<file path="src/rtl/gf2_div_pkg.sv">
package gf2_div_pkg;

  typedef enum logic [2:0] {
    K_HOLD,
    K_XOR,
    K_DSH,
    K_RSH,
    K_BOTH
  } step_kind_e;

  typedef enum logic [1:0] {
    S_IDLE,
    S_RUN,
    S_FIN
  } ctl_state_e;

  // Picks the action of one loop step from the two top bits and
  // whether the remainder shift count has caught up with the divisor's.
  function automatic step_kind_e pick_step(input logic r_top,
                                           input logic d_top,
                                           input logic counts_equal);
    if (d_top && !r_top && counts_equal) return K_HOLD;
    if (r_top && d_top)                  return K_XOR;
    if (r_top)                           return K_DSH;
    if (d_top)                           return K_RSH;
    return K_BOTH;
  endfunction

endpackage

</file>
<file path="src/rtl/gf2_div_step.sv">
module gf2_div_step
  import gf2_div_pkg::*;
#(
  parameter int W  = 8,
  parameter int CW = 3
) (
  input  logic [W-1:0]  r_q,
  input  logic [W-1:0]  d_q,
  input  logic [W-1:0]  q_q,
  input  logic [CW-1:0] rs_q,
  input  logic [CW-1:0] ds_q,
  output logic [W-1:0]  r_n,
  output logic [W-1:0]  d_n,
  output logic [W-1:0]  q_n,
  output logic [CW-1:0] rs_n,
  output logic [CW-1:0] ds_n,
  output step_kind_e    kind_o,
  output logic          settled_o
);

  always_comb begin
    r_n    = r_q;
    d_n    = d_q;
    q_n    = q_q;
    rs_n   = rs_q;
    ds_n   = ds_q;
    kind_o = pick_step(r_q[W-1], d_q[W-1], rs_q == ds_q);
    unique case (kind_o)
      K_XOR: begin
        r_n    = r_q ^ d_q;
        q_n[0] = 1'b1;
      end
      K_DSH: begin
        d_n  = d_q << 1;
        ds_n = ds_q + 1'b1;
      end
      K_RSH: begin
        r_n  = r_q << 1;
        q_n  = q_q << 1;
        rs_n = rs_q + 1'b1;
      end
      K_BOTH: begin
        r_n  = r_q << 1;
        d_n  = d_q << 1;
        rs_n = rs_q + 1'b1;
        ds_n = ds_q + 1'b1;
      end
      default: ;
    endcase
  end

  assign settled_o = (kind_o == K_HOLD);

endmodule

</file>
<file path="src/rtl/gf2_div_ctrl.sv">
module gf2_div_ctrl
  import gf2_div_pkg::*;
#(
  parameter int STEPS = 22,
  parameter int SCW   = 5
) (
  input  logic clk,
  input  logic rst_n,
  input  logic start_i,
  input  logic divisor_zero_i,
  output logic accept_o,
  output logic zero_accept_o,
  output logic step_en_o,
  output logic finish_o,
  output logic busy_o
);

  ctl_state_e     state_q;
  logic [SCW-1:0] cnt_q;
  logic           last_step;

  assign accept_o      = (state_q == S_IDLE) && start_i && !divisor_zero_i;
  assign zero_accept_o = (state_q == S_IDLE) && start_i && divisor_zero_i;
  assign step_en_o     = (state_q == S_RUN);
  assign last_step     = step_en_o && (cnt_q == SCW'(STEPS - 1));
  assign finish_o      = (state_q == S_FIN);
  assign busy_o        = (state_q != S_IDLE);

  always_ff @(posedge clk or negedge rst_n) begin
    if (!rst_n) begin
      state_q <= S_IDLE;
      cnt_q   <= '0;
    end else begin
      unique case (state_q)
        S_IDLE: begin
          cnt_q <= '0;
          if (accept_o) state_q <= S_RUN;
        end
        S_RUN: begin
          cnt_q <= cnt_q + 1'b1;
          if (last_step) state_q <= S_FIN;
        end
        S_FIN:   state_q <= S_IDLE;
        default: state_q <= S_IDLE;
      endcase
    end
  end

endmodule

</file>
<file path="src/rtl/gf2_divider.sv">
module gf2_divider
  import gf2_div_pkg::*;
#(
  parameter int WIDTH = 8
) (
  input  logic             clk,
  input  logic             rst_n,
  input  logic             start_i,
  input  logic [WIDTH-1:0] dividend_i,
  input  logic [WIDTH-1:0] divisor_i,
  output logic             busy_o,
  output logic             done_o,
  output logic [WIDTH-1:0] quotient_o,
  output logic [WIDTH-1:0] remainder_o,
  output logic             div_zero_o
);

  localparam int STEPS = 3 * WIDTH - 2;
  localparam int SCW   = $clog2(STEPS + 1);
  localparam int CW    = (WIDTH > 1) ? $clog2(WIDTH) : 1;

  // Undo the normalising left shifts applied to the working remainder.
  function automatic logic [WIDTH-1:0] realign(input logic [WIDTH-1:0] r,
                                               input logic [CW-1:0]    sh);
    return r >> sh;
  endfunction

  logic [WIDTH-1:0] r_q, d_q, q_q;
  logic [CW-1:0]    rs_q, ds_q;
  logic [WIDTH-1:0] r_n, d_n, q_n;
  logic [CW-1:0]    rs_n, ds_n;
  step_kind_e       kind_w;
  logic             settled_w;
  logic             accept_w, zero_accept_w, step_en_w, finish_w;
  logic             divisor_zero_w;

  assign divisor_zero_w = (divisor_i == '0);

  gf2_div_ctrl #(.STEPS(STEPS), .SCW(SCW)) u_ctrl (
    .clk            (clk),
    .rst_n          (rst_n),
    .start_i        (start_i),
    .divisor_zero_i (divisor_zero_w),
    .accept_o       (accept_w),
    .zero_accept_o  (zero_accept_w),
    .step_en_o      (step_en_w),
    .finish_o       (finish_w),
    .busy_o         (busy_o)
  );

  gf2_div_step #(.W(WIDTH), .CW(CW)) u_step (
    .r_q       (r_q),
    .d_q       (d_q),
    .q_q       (q_q),
    .rs_q      (rs_q),
    .ds_q      (ds_q),
    .r_n       (r_n),
    .d_n       (d_n),
    .q_n       (q_n),
    .rs_n      (rs_n),
    .ds_n      (ds_n),
    .kind_o    (kind_w),
    .settled_o (settled_w)
  );

  // Working registers
  always_ff @(posedge clk or negedge rst_n) begin
    if (!rst_n) begin
      r_q  <= '0;
      d_q  <= '0;
      q_q  <= '0;
      rs_q <= '0;
      ds_q <= '0;
    end else if (accept_w) begin
      r_q  <= dividend_i;
      d_q  <= divisor_i;
      q_q  <= '0;
      rs_q <= '0;
      ds_q <= '0;
    end else if (step_en_w) begin
      r_q  <= r_n;
      d_q  <= d_n;
      q_q  <= q_n;
      rs_q <= rs_n;
      ds_q <= ds_n;
    end
  end

  // Result registers
  always_ff @(posedge clk or negedge rst_n) begin
    if (!rst_n) begin
      quotient_o  <= '0;
      remainder_o <= '0;
      div_zero_o  <= 1'b0;
      done_o      <= 1'b0;
    end else begin
      done_o <= 1'b0;
      if (zero_accept_w) begin
        quotient_o  <= '0;
        remainder_o <= dividend_i;
        div_zero_o  <= 1'b1;
        done_o      <= 1'b1;
      end else if (accept_w) begin
        div_zero_o <= 1'b0;
      end else if (finish_w) begin
        quotient_o  <= q_q;
        remainder_o <= realign(r_q, rs_q);
        done_o      <= 1'b1;
      end
    end
  end

endmodule

</file>
<file path="config.mk">
export PLATFORM = sky130hd
export DESIGN_NAME = gf2_divider
export DESIGN_NICKNAME = d
export VERILOG_FILES = /design/src/rtl/gf2_div_pkg.sv /design/src/rtl/gf2_div_step.sv /design/src/rtl/gf2_div_ctrl.sv /design/src/rtl/gf2_divider.sv
export SDC_FILE = /design/constraint.sdc
export NUM_CORES = 1
export LEC_CHECK = 0
export BUFFER_PORTS_ARGS = -buffer_cell sky130_fd_sc_hd__buf_2
export CAP_MARGIN = 20
export CORE_MARGIN = 2
export CORE_UTILIZATION = 35
export DETAILED_ROUTE_END_ITERATION = 8
export HOLD_SLACK_MARGIN = 0.15
export PLACE_DENSITY = 0.64
export SETUP_SLACK_MARGIN = 0.3
export SLEW_MARGIN = 20
export SYNTH_ARGS = -nofsm -noshare
export SYNTH_HDL_FRONTEND = slang
export SYNTH_SLANG_ARGS = --single-unit
</file>
<file path="constraint.sdc">
create_clock -name clk -period 4.3 [get_ports clk]
set_input_delay 0.43 -clock clk [delete_from_list [all_inputs] [get_ports clk]]
set_output_delay 0.43 -clock clk [all_outputs]
set_load 0.01 [all_outputs]
</file>
==> metrics.yaml <==
synth_enable_flop_cells: 0
cp-startpoint: "r_q[7]"
cts_tree: "done"
r2r-start: "r_q[7]"
dpl_worst_slack_ns: 1.38
tns_ns: 0
clock.fmax_ghz: 0.365
yosysMostFrequentCell: "nand2_1"
synth_top_area_cell: "dfrtp_1"
overflow: 0
max_stage_delay_ns: 0.78
cp.buffers_inverters: 1
clockPowerShare_pct: 10.7
switching_share_pct: 45.4
path_clk_slew_ns: 0.10
netlist_top_cells_count: "nand2_1 (64), dfrtp_1 (55), o21ai_0 (31)"
drive_gt1_share_pct: 18.4
wl_per_cell_um: 15.0
yosys_most_used_dff: "dfrtp_1"
period_share_pct: 63.8
top_layer_used: "met4"
critPathCaptureType: "register"
cts_root_buffer: "clkbuf_8"
ys_async_sr_fraction_pct: 100
drtIter0Drc: 143
syn_to_final_growth_pct: 11.0
setup_viol: 0
grt_first_pass_wirelength_um: 11700
cts_hold_buf: 0
yosys-top-cells-area: "dfrtp_1 (44%), nand2_1 (7.8%), o21ai_0 (5.0%)"
crit_type: "reg2reg"
grt_usage_pct: 15.1
hp-class: "in2async"
synth_top_area_share_pct: 44.4
cp.required_ns: 4.53
power.switching_w: 0.00125
vdd_drop_max_v: 0.000312
wl_met1_um: 3580
worst_pin_slew_ns: 0.934
syn-instance-count: 333
start_kind: "register"
p_comb_share_pct: 52.1
intPower_w: 0.00150
via_per_inst: 5.39
cts_resized: 0
wl_met2_um: 2940
drtPass1Iterations: 4
boundaryPins: 38
synthDistinctLibCells: 48
critPathMostFrequentCell: "a41oi_2"
whs_ns: 0.242
insertion_delay_ns: 0.31
syn_nets: 360
die_h_um: 98.1
synthesis.area_mm2: 0.00310
dieArea_mm2: 0.00962
ant_nets: 0
dp_hpwl_um: 5030
grt_max_degree: 56
routed_wl_um: 7000
port_buffers: 37
post_cts_buffers: 0
path_max_fanout: 12
antenna_cells: 0
yosysSeqAreaShare_pct: 44.4
setup_ws_ns: 1.56
slew_violations: 0
syn_area_per_cell_um2: 9.30
die_width_um: 98.1
num_vias: 2514
p_leak_nw: 1.49
fin_crit_ns: 2.74
drc: 0
critPathArrivalTime_ns: 2.97
status: "complete, no violations"
antenna_found_initial: 0
htreeDepth: 2
core_mm2: 0.00864
gp_congestion: 0.799
routed-wl-met3_um: 430
grt_pass1_vias: 2342
hold_viol_final: 0
maxCapViolCount: 0
initial_core_util_pct: 35.9
cts.path.max_buffers: 2
cts_buffers: 5
rsz0062_at_grt: "false"
crit_chain: "inv_1 -> ha_1 -> nor3_1 -> a41oi_2 -> a2bb2oi_1 -> nand3_1 -> a41oi_2"
cp_slowest_cell: "a2bb2oi_1"
relSlewSlack_pct: 37.5
yosys_register_bits: 55
post-route-util_pct: 39.8
fin_nets: 384
critical_path.top_delay_family: "compound AO/OA/AOI/OAI gates"
cts_sinks: 55
ys.warnings.count: 0
rows: 34
power_density_mw_per_mm2: 800
seq_power_share_pct: 37.3
finalClockSkew_ns: 0.0103
-- cells by family (layout without fill, tap and decap cells) --
| group | count (synthesis) | in the layout | synth area share [%] |
|---|---|---|---|
| simple gates | 119 | 119 | 17.0 |
| compound gates | 96 | 96 | 21.5 |
| flops | 55 | 55 | 44.4 |
| buf+inv | 35 | 60 | 5.05 |
| mux | 11 | 11 | 5.17 |
| xor+xnor | 9 | 9 | 3.63 |
| fa+ha+maj | 8 | 8 | 3.23 |
-- sequential cells by signal, summed over array words and instances (netlist names) --
register / cells
div_zero_o: 1
quotient_o: 8
d_q: 8
ds_q: 3
rs_q: 3
q_q: 8
remainder_o: 8
u_ctrl.state_q: 2
u_ctrl.cnt_q: 5
r_q: 8
done_o: 1
-- power groups by stage --
stage               clock network (W)  logic (W)  registers [W]
global placement                    0    0.00139        0.00103
CTS                          0.000302    0.00143        0.00102
finish                       0.000294    0.00143        0.00102
global route                 0.000323    0.00161        0.00107
detailed placement                  0    0.00143        0.00103
floorplan                           0    0.00120       0.000934
-- per-layer routing --
metal | vias up | track usage (%)
met2 | 75 | 22.2
met3 | 2 | 3.22
met5 | - | 0
met1 | 1185 | 22.4
li1 | 1252 | -
met4 | 0 | 4.17
-- through the flow --
| step | area [um^2] | power, W | cells |
|---|---|---|---|
| 6_report | 3440 | 0.00275 | 466 |
| 5_1_grt | 3440 | 0.00299 | 466 |
| 4_1_cts | 3430 | 0.00276 | 466 |
| 3_5_place_dp | 3330 | 0.00246 | 458 |
| 3_3_place_gp | 3330 | 0.00242 | 458 |
| 2_1_floorplan | 3100 | 0.00213 | 333 |
-- final cells by class --
class | count | area [um^2]
repair buffers | 41 | 215
inverters | 11 | 41.3
multi-input cells | 243 | 1580
well taps | 108 | 135
fillers | 870 | 5200
clock buffers | 5 | 68.8
flip-flops and latches | 55 | 1380
clock inverters | 3 | 25.0
-- path summary, 6_finish.rpt --
path / to / slack, ns / cells past startpoint
min reg2reg: q_q[7] / 0.50 / 2
min: ds_q[1] / 0.24 / 2
max reg2reg: r_q[2] / 1.56 / 7
max: r_q[2] / 1.56 / 7
max in group asynchronous: rs_q[2] / 3.58 / 2
min in group clk: remainder_o[4] / 0.35 / 3
-- cells in the final DEF (no fill, tap or decap), types with 5 or more instances in the layout --
cell type | synthesis | final
nor2b_1 | 6 | 6
xor2_1 | 6 | 6
clkbuf_8 | 0 | 5
ha_1 | 8 | 8
buf_2 | 8 | 37
a41oi_1 | 6 | 6
nor4_1 | 5 | 5
nand2_1 | 64 | 64
a31oi_1 | 8 | 7
a211oi_1 | 9 | 9
mux2i_1 | 7 | 7
nand3_1 | 16 | 16
o21ai_0 | 31 | 31
a22oi_1 | 7 | 7
nor2_1 | 13 | 13
nor3_1 | 6 | 6
a21oi_1 | 9 | 9
dfrtp_1 | 55 | 55
inv_1 | 11 | 11
No activity file was read; power rests on OpenSTA's default activity.
